===== config.mk =====
export PLATFORM = sky130hd
export DESIGN_NAME = cascade_timer
export DESIGN_NICKNAME = d
export VERILOG_FILES = /design/src/rtl/cascade_timer_pkg.sv /design/src/rtl/cascade_src_mux.sv /design/src/rtl/cascade_stage.sv /design/src/rtl/cascade_timer.sv
export SDC_FILE = /design/constraint.sdc
export NUM_CORES = 1
export LEC_CHECK = 0
export BUFFER_PORTS_ARGS = -buffer_cell sky130_fd_sc_hd__clkbuf_2
export CAP_MARGIN = 25
export CORE_ASPECT_RATIO = 0.75
export CORE_MARGIN = 4
export CORE_UTILIZATION = 50
export DETAILED_ROUTE_END_ITERATION = 8
export PLACE_DENSITY = 0.71
export SYNTH_ARGS = -nofsm -noshare
export SYNTH_HDL_FRONTEND = slang
export SYNTH_HIERARCHICAL = 1
export SYNTH_SLANG_ARGS = --single-unit

===== constraint.sdc =====
create_clock -name clk -period 2.9 [get_ports clk]
set_clock_uncertainty 0.1 [all_clocks]
set_input_delay 0 -clock clk [delete_from_list [all_inputs] [get_ports clk]]
set_output_delay 0 -clock clk [all_outputs]
set_load 0.03 [all_outputs]

===== src/rtl/cascade_timer_pkg.sv =====
package cascade_timer_pkg;
  typedef enum logic [1:0] {
    SRC_DIV1     = 2'b00,
    SRC_DIV2     = 2'b01,
    SRC_DIV8     = 2'b10,
    SRC_UPSTREAM = 2'b11
  } src_t;

  localparam int CTRL_RUN_BIT  = 0;
  localparam int CTRL_RO_BIT   = 1;
  localparam int CTRL_SRC_LSB  = 2;
  localparam int CTRL_FLAG_BIT = 7;

  localparam int ADDR_CTRL = 0;
  localparam int ADDR_PRE  = 1;
  localparam int ADDR_MAIN = 2;
endpackage


===== src/rtl/cascade_src_mux.sv =====
module cascade_src_mux
  import cascade_timer_pkg::*;
#(
  parameter int NSRC = 4
) (
  input  logic [NSRC-1:0]         strobes,
  input  logic [$clog2(NSRC)-1:0] sel,
  input  logic                    enable,
  output logic                    step
);
  logic [NSRC-1:0] hit;

  for (genvar i = 0; i < NSRC; i++) begin : g_src
    assign hit[i] = strobes[i] && (sel == i[$clog2(NSRC)-1:0]);
  end

  assign step = enable && (|hit);
endmodule


===== src/rtl/cascade_stage.sv =====
module cascade_stage #(
  parameter int W = 8
) (
  input  logic         clk,
  input  logic         rst,
  input  logic         dec,
  input  logic         ld_rld,
  input  logic         ld_cnt,
  input  logic [W-1:0] wdata,
  output logic [W-1:0] cnt,
  output logic [W-1:0] rld,
  output logic         wrap
);
  localparam logic [W-1:0] ALL_ONES = {W{1'b1}};

  assign wrap = dec && (cnt == '0);

  always_ff @(posedge clk) begin
    if (rst) begin
      cnt <= ALL_ONES;
      rld <= ALL_ONES;
    end else begin
      if (ld_rld) rld <= wdata;
      if (ld_cnt) cnt <= wdata;
      else if (dec) cnt <= (cnt == '0) ? rld : cnt - 1'b1;
    end
  end
endmodule


===== src/rtl/cascade_timer.sv =====
module cascade_timer
  import cascade_timer_pkg::*;
#(
  parameter int DW = 8,
  parameter int AW = 2,
  parameter int PW = 8,
  parameter int MW = 8
) (
  input  logic          clk,
  input  logic          rst,
  input  logic          tick_div1,
  input  logic          tick_div2,
  input  logic          tick_div8,
  input  logic          tick_upstream,
  input  logic          bus_we,
  input  logic [AW-1:0] bus_addr,
  input  logic [DW-1:0] bus_wdata,
  output logic [DW-1:0] bus_rdata,
  output logic          irq
);
  localparam int NSRC = 4;
  localparam int SW   = $clog2(NSRC);

  logic          run_q, ro_q, irq_q;
  src_t          src_q;
  logic          wr_ctrl, wr_pre, wr_main;
  logic          pre_step, pre_wrap, main_wrap;
  logic [PW-1:0] pre_cnt, pre_rld;
  logic [MW-1:0] main_cnt, main_rld;
  logic          flag_set, flag_clr;
  logic [DW-1:0] ctrl_view, rd_next;

  assign wr_ctrl = bus_we && (bus_addr == AW'(ADDR_CTRL));
  assign wr_pre  = bus_we && (bus_addr == AW'(ADDR_PRE));
  assign wr_main = bus_we && (bus_addr == AW'(ADDR_MAIN));

  cascade_src_mux #(.NSRC(NSRC)) u_mux (
    .strobes ({tick_upstream, tick_div8, tick_div2, tick_div1}),
    .sel     (SW'(src_q)),
    .enable  (run_q),
    .step    (pre_step)
  );

  cascade_stage #(.W(PW)) u_pre (
    .clk    (clk),
    .rst    (rst),
    .dec    (pre_step),
    .ld_rld (wr_pre),
    .ld_cnt (wr_pre && !ro_q),
    .wdata  (bus_wdata[PW-1:0]),
    .cnt    (pre_cnt),
    .rld    (pre_rld),
    .wrap   (pre_wrap)
  );

  cascade_stage #(.W(MW)) u_main (
    .clk    (clk),
    .rst    (rst),
    .dec    (pre_wrap),
    .ld_rld (wr_main),
    .ld_cnt (wr_main && !ro_q),
    .wdata  (bus_wdata[MW-1:0]),
    .cnt    (main_cnt),
    .rld    (main_rld),
    .wrap   (main_wrap)
  );

  assign flag_set = main_wrap || ((wr_pre || wr_main) && !ro_q && run_q);
  assign flag_clr = wr_ctrl && !bus_wdata[CTRL_FLAG_BIT];

  always_ff @(posedge clk) begin
    if (rst) begin
      run_q <= 1'b0;
      ro_q  <= 1'b0;
      src_q <= SRC_DIV1;
      irq_q <= 1'b0;
    end else begin
      if (wr_ctrl) begin
        run_q <= bus_wdata[CTRL_RUN_BIT];
        ro_q  <= bus_wdata[CTRL_RO_BIT];
        src_q <= src_t'(bus_wdata[CTRL_SRC_LSB +: SW]);
      end
      if (flag_set)      irq_q <= 1'b1;
      else if (flag_clr) irq_q <= 1'b0;
    end
  end

  always_comb begin
    ctrl_view                       = '0;
    ctrl_view[CTRL_RUN_BIT]         = run_q;
    ctrl_view[CTRL_RO_BIT]          = ro_q;
    ctrl_view[CTRL_SRC_LSB +: SW]   = SW'(src_q);
    ctrl_view[CTRL_FLAG_BIT]        = irq_q;
    case (bus_addr)
      AW'(ADDR_CTRL): rd_next = ctrl_view;
      AW'(ADDR_PRE):  rd_next = DW'(pre_cnt);
      AW'(ADDR_MAIN): rd_next = DW'(main_cnt);
      default:        rd_next = '0;
    endcase
  end

  always_ff @(posedge clk) begin
    if (rst) bus_rdata <= '0;
    else     bus_rdata <= rd_next;
  end

  assign irq = irq_q;
endmodule


==> impl_metrics.toml <==
[run_status]
outcome = "completed"

[worst_setup_path]
worst_r2r_startpoint = "src_q[1]"
reg2reg_to = "u_main/cnt[3]"
critPathArrivalTime_ps = 2510
crit_fanout = 12
start_kind = "flip-flop"
path_class = "flip-flop to flip-flop"
crit_path_end_kind = "flip-flop"
cp.required_ps = 2990
r2r_cells = 8
reg2reg_slack_ps = 480

[timing]
finalHoldViolCount = 0
max-slew-margin-rel = 0.337
finalCritPeriodShare = 0.833
tightest_slew_ps = 994
setup_ws_ps = 483
maxSlewViolCount = 0
rsz0062_at_grt = "no"
fmax_mhz = 414
holdWs_ps = 21.3
setup_viol = 0
finalCriticalPeriod_ps = 2420
tns_ps = 0

[floorplanning]
die_y_um = 69.2
die_w_um = 89.6
core-area_um2 = 4650
rows = 21
start_util = 0.537
io_pins = 26
dieArea_um2 = 6200

[yosys]
syn_area_um2 = 2500
syn-num-nets = 288
synthSimpleGateAreaFrac = 0.241
synth_top_area_frac = 0.361
seq_area_frac_synth = 0.361
yosysTopAreaCell = "dfxtp_1"
synthTopCellsByArea = "dfxtp_1 36%, a211o_1 5.6%, mux2i_1 5.2%"
synth-xor-area-share = 0.0140
synth-edff-count = 0
synthMuxAreaShare = 0.0701
syn_inst = 267
synth_compound_area_frac = 0.249
synthAdderAreaFrac = 0.0200
avgSynthCellArea_um2 = 9.36
postSynthRegisterBits = 45
synth-async-reset-ratio = 0
synth_flop_cell = "dfxtp_1"
ys_types = 46
yosysWarnings = 6
synth_top_family_by_area = "compound AO/OA/AOI/OAI gates"

[routing]
ant_nets = 0
num_vias = 2111
dr.first_iter.drc_count = 174
first_pass_iters = 4
drc = 0
vias_per_cell = 5.96
wl_per_cell_um = 16.6
routed_wl_um = 5860

[cts]
clockBufferDepth = 2
cts_inserted_buffers = 5
cts-root-buf = "clkbuf_8"
clock_sinks = 45
cts.htree.levels = 2
postCtsResizedCells = 0
cts_tree = "built"
clk_pin_slew_ps = 90
worstSkewPairLatency_ps = 300

[global_routing]
grtUsageMet2 = 0.254
grt.overflow.total = 0
grt_max_degree = 48
use_met1 = 0.315
antenna_found_initial = 0
track_usage = 0.197
grt_use_met3 = 0.0416
top_usage_layer = "met1"
grt_pass1_wl_um = 9610
grt_pass1_vias = 1897

[cells_and_area]
design_area_um2 = 2850
fill_cells = 412
syn2layout_area_growth_pct = 14.2
multi_input_area_um2 = 1490
seqCellArea_um2 = 901
drive_gt1_frac = 0.202
post-route-util = 0.613
n_antenna_cell = 0
stdcell_count = 354
layout.nets = 317

[power]
p_per_area_nw_per_um2 = 480
pwr-share-clk = 0.358
p_switching_mw = 0.351
p_leak_nw = 1.15
fin_total_pwr_mw = 1.37
seqPwrFrac = 0.504
intPower_mw = 1.02
p_sw_frac = 0.256
irDropWorstVdd_mv = 0.269
comb_power_share = 0.138

[job]
cap_violations = 0

[placed_design]
io_buffers = 25
placed_cell_area_um2 = 2650
place_ws_ps = 574
place_inst = 337
place_congestion = 0.869
hpwl_um = 4100

[min_path]
hold_end = "bus_rdata[7]"
hold_path_class = "primary input to flip-flop"
worstHoldPathCells = 3
hp-start = "bus_addr[1]"
[cell usage after synthesis, types with 6 or more instances]
library cell / number
or2_2: 7
a211o_1: 16
nand2_1: 9
dfxtp_1: 45
nor2_1: 13
mux2i_1: 13
a211oi_1: 8
nor2b_1: 18
nor3_1: 6
a21oi_1: 21
o21ai_0: 8
inv_1: 11
nor3b_1: 12
clkbuf_1: 13
[critical path, stage by stage, from the launching register on]
cell,delay (ps)
dfxtp_1,380
mux4_2,510
and2_1,320
inv_1,180
nor2_1,100
buf_4,180
a41oi_1,170
nor4b_1,270
nor2_1,90
[kinds of logic (layout without fill, tap and decap cells)]
| kind of cell | after synthesis | in the layout |
|---|---|---|
| simple gates | 89 | 89 |
| compound gates | 83 | 83 |
| flops | 45 | 45 |
| buf+inv | 26 | 56 |
| mux | 16 | 16 |
| fa+ha+maj | 4 | 4 |
| xor+xnor | 4 | 4 |
[final cells by class]
type / count / area share
multi-input cells: 196 / 0.521
flip-flops and latches: 45 / 0.316
repair buffers: 37 / 0.0833
clock buffers: 7 / 0.0303
well taps: 57 / 0.0250
inverters: 11 / 0.0145
clock inverters: 1 / 0.0105
[registers in the layout, summed over array words and instances (netlist names)]
| name | count |
|---|---|
| u_main/rld | 8 |
| bus_rdata | 8 |
| src_q | 2 |
| run_q | 1 |
| irq | 1 |
| u_pre/rld | 8 |
| ro_q | 1 |
| u_main/cnt | 8 |
| u_pre/cnt | 8 |
[how the worst max path moves through the flow]
stage | from | to | slack, ps
finish | src_q[1] | u_main/cnt[3] | 480
global route | src_q[1] | u_main/cnt[3] | 320
CTS | src_q[1] | u_main/cnt[3] | 520
detailed placement | src_q[1] | u_main/cnt[7] | 570
global placement | src_q[1] | u_main/cnt[7] | 590
floorplan | u_pre/cnt[0] | u_main/cnt[7] | 550
[cells in the final DEF (no fill, tap or decap), types with 4 or more instances in the layout]
cell / count
inv_1: 11
nor2_1: 13
nand2_1: 9
dfxtp_1: 45
a211oi_1: 8
a21oi_1: 21
clkbuf_8: 6
nor3b_1: 12
dlygate4sd3_1: 9
o21ai_0: 8
nor3_1: 6
clkbuf_2: 25
or2_2: 7
ha_1: 4
mux2i_1: 13
nor2b_1: 18
a211o_1: 16
nand2b_1: 4
o31ai_2: 4
[layer usage]
metal / wire, um / share of wire
met5: 0 / 0
met2: 2400 / 0.41
met1: 3100 / 0.53
met4: 66 / 0.011
met3: 298 / 0.051
[power groups by stage]
stage	logic (mW)	registers, mW	clock network, mW
after CTS	0.188	0.689	0.503
after global placement	0.176	0.703	0
final	0.189	0.690	0.490
after global routing	0.208	0.695	0.535
after floorplan	0.117	0.709	0
after detailed placement	0.178	0.704	0
[timing repair]
action	in CTS	in global routing
hold buffers	9	0
buffers inserted	0	0
hold endpoints to repair	35	0
endpoints found under the setup margin	0	0
(Power assumes the default switching activity.)
